<file path="src/rtl/dmareq_pkg.sv">
package dmareq_pkg;

    localparam int REG_AW = 2;

    localparam logic [REG_AW-1:0] ADDR_STATUS = 2'd0;
    localparam logic [REG_AW-1:0] ADDR_SET    = 2'd1;
    localparam logic [REG_AW-1:0] ADDR_CLR    = 2'd2;
    localparam logic [REG_AW-1:0] ADDR_NONE   = 2'd3;

    typedef enum logic {
        FLAG_IDLE = 1'b0,
        FLAG_PEND = 1'b1
    } flag_state_e;

endpackage

</file>
<file path="src/rtl/dmareq_regif.sv">
module dmareq_regif
    import dmareq_pkg::*;
#(
    parameter int NUM_EP = 32
) (
    input  logic [REG_AW-1:0] reg_addr,
    input  logic              reg_wr,
    input  logic [NUM_EP-1:0] reg_wdata,
    input  logic [NUM_EP-1:0] status,
    output logic [NUM_EP-1:0] sw_set,
    output logic [NUM_EP-1:0] sw_clr,
    output logic [NUM_EP-1:0] reg_rdata
);

    always_comb begin
        sw_set = '0;
        sw_clr = '0;
        if (reg_wr) begin
            unique case (reg_addr)
                ADDR_SET:    sw_set = reg_wdata;
                ADDR_CLR:    sw_clr = reg_wdata;
                ADDR_STATUS,
                ADDR_NONE:   ;
            endcase
        end
    end

    // Only the status view is readable; the command views return zero.
    always_comb begin
        unique case (reg_addr)
            ADDR_STATUS: reg_rdata = status;
            ADDR_SET,
            ADDR_CLR,
            ADDR_NONE:   reg_rdata = '0;
        endcase
    end

endmodule

</file>
<file path="src/rtl/dmareq_evgate.sv">
module dmareq_evgate #(
    parameter int NUM_EP = 32
) (
    input  logic [NUM_EP-1:0] pkt_arrive,
    input  logic [NUM_EP-1:0] xfer_done,
    input  logic [NUM_EP-1:0] slave_irq_en,
    input  logic [NUM_EP-1:0] dma_en,
    output logic [NUM_EP-1:0] hw_set,
    output logic [NUM_EP-1:0] hw_clr
);

    // Arrival raises a request only for DMA endpoints no longer served in slave mode.
    always_comb begin
        hw_set = pkt_arrive & dma_en & ~slave_irq_en;
        hw_clr = xfer_done & dma_en;
    end

endmodule

</file>
<file path="src/rtl/dmareq_flag.sv">
module dmareq_flag
    import dmareq_pkg::*;
(
    input  logic clk,
    input  logic rst_n,
    input  logic set_any,
    input  logic clr_any,
    output logic req
);

    flag_state_e state_q, state_d;

    always_comb begin
        state_d = state_q;
        unique case (state_q)
            FLAG_IDLE: if (set_any) state_d = FLAG_PEND;               // RAISE
            FLAG_PEND: if (clr_any && !set_any) state_d = FLAG_IDLE;   // DROP
        endcase
    end

    always_ff @(posedge clk or negedge rst_n) begin
        if (!rst_n) state_q <= FLAG_IDLE;
        else        state_q <= state_d;
    end

    always_comb begin
        unique case (state_q)
            FLAG_IDLE: req = 1'b0;
            FLAG_PEND: req = 1'b1;
        endcase
    end

endmodule

</file>
<file path="src/rtl/dmareq_bank.sv">
module dmareq_bank
    import dmareq_pkg::*;
#(
    parameter int NUM_EP   = 32,
    parameter int NUM_CTRL = 2
) (
    input  logic              clk,
    input  logic              rst_n,
    input  logic [REG_AW-1:0] reg_addr,
    input  logic              reg_wr,
    input  logic [NUM_EP-1:0] reg_wdata,
    output logic [NUM_EP-1:0] reg_rdata,
    input  logic [NUM_EP-1:0] pkt_arrive,
    input  logic [NUM_EP-1:0] xfer_done,
    input  logic [NUM_EP-1:0] slave_irq_en,
    input  logic [NUM_EP-1:0] dma_en,
    output logic [NUM_EP-1:0] dma_req
);

    logic [NUM_EP-1:0] sw_set, sw_clr, hw_set, hw_clr;

    dmareq_regif #(.NUM_EP(NUM_EP)) u_regif (
        .reg_addr  (reg_addr),
        .reg_wr    (reg_wr),
        .reg_wdata (reg_wdata),
        .status    (dma_req),
        .sw_set    (sw_set),
        .sw_clr    (sw_clr),
        .reg_rdata (reg_rdata)
    );

    dmareq_evgate #(.NUM_EP(NUM_EP)) u_evgate (
        .pkt_arrive   (pkt_arrive),
        .xfer_done    (xfer_done),
        .slave_irq_en (slave_irq_en),
        .dma_en       (dma_en),
        .hw_set       (hw_set),
        .hw_clr       (hw_clr)
    );

    for (genvar i = 0; i < NUM_EP; i++) begin : g_ep
        if (i < NUM_CTRL) begin : g_ctrl
            assign dma_req[i] = 1'b0;
        end else begin : g_data
            dmareq_flag u_flag (
                .clk     (clk),
                .rst_n   (rst_n),
                .set_any (sw_set[i] | hw_set[i]),
                .clr_any (sw_clr[i] | hw_clr[i]),
                .req     (dma_req[i])
            );
        end
    end

    logic unused_ctrl;
    assign unused_ctrl = ^{sw_set[NUM_CTRL-1:0], sw_clr[NUM_CTRL-1:0],
                           hw_set[NUM_CTRL-1:0], hw_clr[NUM_CTRL-1:0]};

endmodule

</file>
<file path="config.mk">
export PLATFORM = sky130hd
export DESIGN_NAME = dmareq_bank
export DESIGN_NICKNAME = d
export VERILOG_FILES = /design/src/rtl/dmareq_pkg.sv /design/src/rtl/dmareq_regif.sv /design/src/rtl/dmareq_evgate.sv /design/src/rtl/dmareq_flag.sv /design/src/rtl/dmareq_bank.sv
export SDC_FILE = /design/constraint.sdc
export NUM_CORES = 1
export LEC_CHECK = 0
export ABC_CLOCK_PERIOD_IN_PS = 1400
export BUFFER_PORTS_ARGS = -buffer_cell sky130_fd_sc_hd__buf_4
export CAP_MARGIN = 20
export CORE_AREA = 3 3 104 76
export DETAILED_ROUTE_END_ITERATION = 12
export DIE_AREA = 0 0 107 79
export PLACE_DENSITY_LB_ADDON = 0.3
export SLEW_MARGIN = 30
export SYNTH_ARGS = -nofsm -noshare
export SYNTH_HDL_FRONTEND = slang
export SYNTH_SLANG_ARGS = --single-unit
</file>
<file path="constraint.sdc">
create_clock -name clk -period 1.4 [get_ports clk]
set_clock_uncertainty 0.2 [all_clocks]
set_input_delay 0.21 -clock clk [delete_from_list [all_inputs] [get_ports clk]]
set_output_delay 0.21 -clock clk [all_outputs]
set_load 0.01 [all_outputs]
</file>
==> results_dict.tcl <==
set metrics [dict create \
    drtPass1Iterations 5 \
    ys_ff_latch 30 \
    netlist_area_sq_mm 0.00242 \
    largest_reg_flops 30 \
    io_pins 229 \
    routed_wl_mm 10.8 \
    cp-end-kind "output pin" \
    worst_r2r_startpoint "g_ep[29].g_data.u_flag.state_q$_DFF_PN0_" \
    power_density_mw_per_mm2 649 \
    syn2layout_area_growth_pct 93.8 \
    min_path_type "in -> reg" \
    arrival_ns 0.99 \
    startpoint_type "flop" \
    crit_path_end "reg_rdata[6]" \
    final_cells 640 \
    num-nets-final 711 \
    hold_path_depth 3 \
    reg_top3 "g_ep.g_data.u_flag.state_q: 30 flops" \
    cts_tree "built" \
    status "finished, final reports clean" \
    gp_congestion 0.775 \
    drv_slew 0 \
    grt_pass1_wl_mm 16.0 \
    setup_viol 0 \
    wire_per_inst_microns 16.8 \
    synth_cells 296 \
    worstSetupStartpoint "g_ep[6].g_data.u_flag.state_q$_DFF_PN0_" \
    fin_area_sq_mm 0.00469 \
    place_area_sq_mm 0.00387 \
    grt_overflow 0 \
    antenna_cells 0 \
    clock.fmax_ghz 0.715 \
    fin_hold_ws_ns 0.00697 \
    root_buffer "clkbuf_8" \
    crit_type "reg -> out" \
    rsz0062_at_grt "yes" \
    drv_cap 0 \
    yosys.cell_types.count 16 \
    final_cell_mix "222 x buf_4, 59 x dlygate4sd3_1" \
    cp_max_fo 3 \
    clk_pin_slew_ns 0.06 \
    ir_worst_vdd_mv 0.338 \
    post-route-min-period_ns 1.40 \
    drtIter0Drc 146 \
    grt_pass1_vias 3334 \
    core-area_sq_mm 0.00685 \
    grtUsageTotal 0.237 \
    r2r_end "g_ep[29].g_data.u_flag.state_q$_DFF_PN0_" \
    final_common_cell "buf_4" \
    die_h_microns 79 \
    r2r_slack_ns 0.09 \
    place_inst 563 \
    r2r_cells 4 \
    die_width_microns 107 \
    worstPathRequired_ns 0.99 \
    cts_num_sinks 30 \
    num_vias 3287 \
    via_per_inst 5.14 \
    largest_register "g_ep.g_data.u_flag.state_q" \
    static-leakage-power_nw 2.24 \
    cts_max_path_buffers 2 \
    final_util 0.684 \
    finalPower_mw 3.04 \
    antenna_found_initial 0 \
    synth.yosys.warnings 0 \
    drive_above_1_share 0.462 \
    ctsHtreeMaxLevel 2 \
    cts_buffers 5 \
    std_cell_rows 25 \
    avgSynthCellArea_sq_um 8.17 \
    ant_nets 0 \
    clk_latency_ns 0.27 \
    grt_start_max_net_pins 45 \
    seq_area_frac_synth 0.310 \
    start_util 0.353 \
    dieArea_sq_mm 0.00845 \
    period_share 0.999 \
    dpl.hpwl_mm 7.36 \
    finalHoldViolCount 0 \
    io_buffers 214 \
    drc 0 \
]
[Yosys cell counts]
| cell | number | area (sq um) |
|---|---|---|
| buf_1 | 2 | 7.51 |
| nand3_1 | 30 | 150 |
| buf_2 | 7 | 35.0 |
| buf_4 | 34 | 255 |
| nor2_1 | 1 | 3.75 |
| nand3b_1 | 30 | 225 |
| and2_1 | 30 | 188 |
| a31oi_1 | 30 | 188 |
| inv_2 | 1 | 3.75 |
| buf_6 | 6 | 67.6 |
| clkbuf_1 | 4 | 15.0 |
| a21boi_0 | 30 | 225 |
| conb_1 | 1 | 3.75 |
| a21oi_1 | 30 | 150 |
| dfrtp_1 | 30 | 751 |
| o21ai_1 | 30 | 150 |
[metal layers]
metal / routed length [microns] / up-vias / GRT usage
met1: 4160 / 1555 / 0.279
met5: 0 / - / 0
met4: 172 / 0 / 0.0626
met2: 5510 / 175 / 0.430
met3: 917 / 17 / 0.0609
li1: - / 1540 / -
[kinds of logic (layout without fill, tap and decap cells)]
| kind of cell | count (synthesis) | in the layout | synth area share |
|---|---|---|---|
| flip-flops | 30 | 30 | 0.310 |
| other | 1 | 4 | 0.00155 |
| AND/OR/NAND/NOR | 91 | 91 | 0.234 |
| buffers and inverters | 54 | 301 | 0.159 |
| AO/OA/AOI/OAI | 120 | 120 | 0.295 |
[worst min-delay path by stage]
stage | to | from
2_1_floorplan | g_ep[10].g_data.u_flag.state_q$_DFF_PN0_ | rst_n
3_3_place_gp | g_ep[3].g_data.u_flag.state_q$_DFF_PN0_ | rst_n
3_5_place_dp | g_ep[3].g_data.u_flag.state_q$_DFF_PN0_ | rst_n
4_1_cts | g_ep[4].g_data.u_flag.state_q$_DFF_PN0_ | dma_en[4]
5_1_grt | g_ep[4].g_data.u_flag.state_q$_DFF_PN0_ | dma_en[4]
6_report | g_ep[17].g_data.u_flag.state_q$_DFF_PN0_ | dma_en[17]
[power by group]
part / internal (mW) / leakage (nW) / switching [mW]
clock network: 0.342 / 0.0383 / 0.307
registers: 0.969 / 0.381 / 0.0818
logic: 0.813 / 1.82 / 0.529
[worst max-delay path, cell delays in order (launching register included)]
cell and delay (ns):
dfrtp_1 0.41, and2_1 0.17, buf_4 0.14
[final cells by class]
| class | count | area [sq um] |
|---|---|---|
| well taps | 94 | 118 |
| flip-flops and latches | 30 | 751 |
| inverters | 1 | 3.75 |
| repair buffers | 293 | 2410 |
| fillers | 515 | 2160 |
| clock buffers | 7 | 76.3 |
| multi-input cells | 215 | 1330 |
[per-stage QoR]
step                      setup TNS (ns)  setup WS (ns)
after global routing              -0.144        -0.0312
after floorplan                        0          0.246
final                                  0        0.00169
after detailed placement               0         0.0416
after CTS                              0        0.00543
after global placement                 0         0.0945
[what timing repair did]
item | CTS | global route
hold buffers | 59 | 0
buffers inserted | 0 | 11
gates resized for setup | 0 | 33
endpoints found under the hold margin | 52 | 0
endpoints found under the setup margin | 0 | 32
Note: power is estimated with default switching activity, not from simulation.
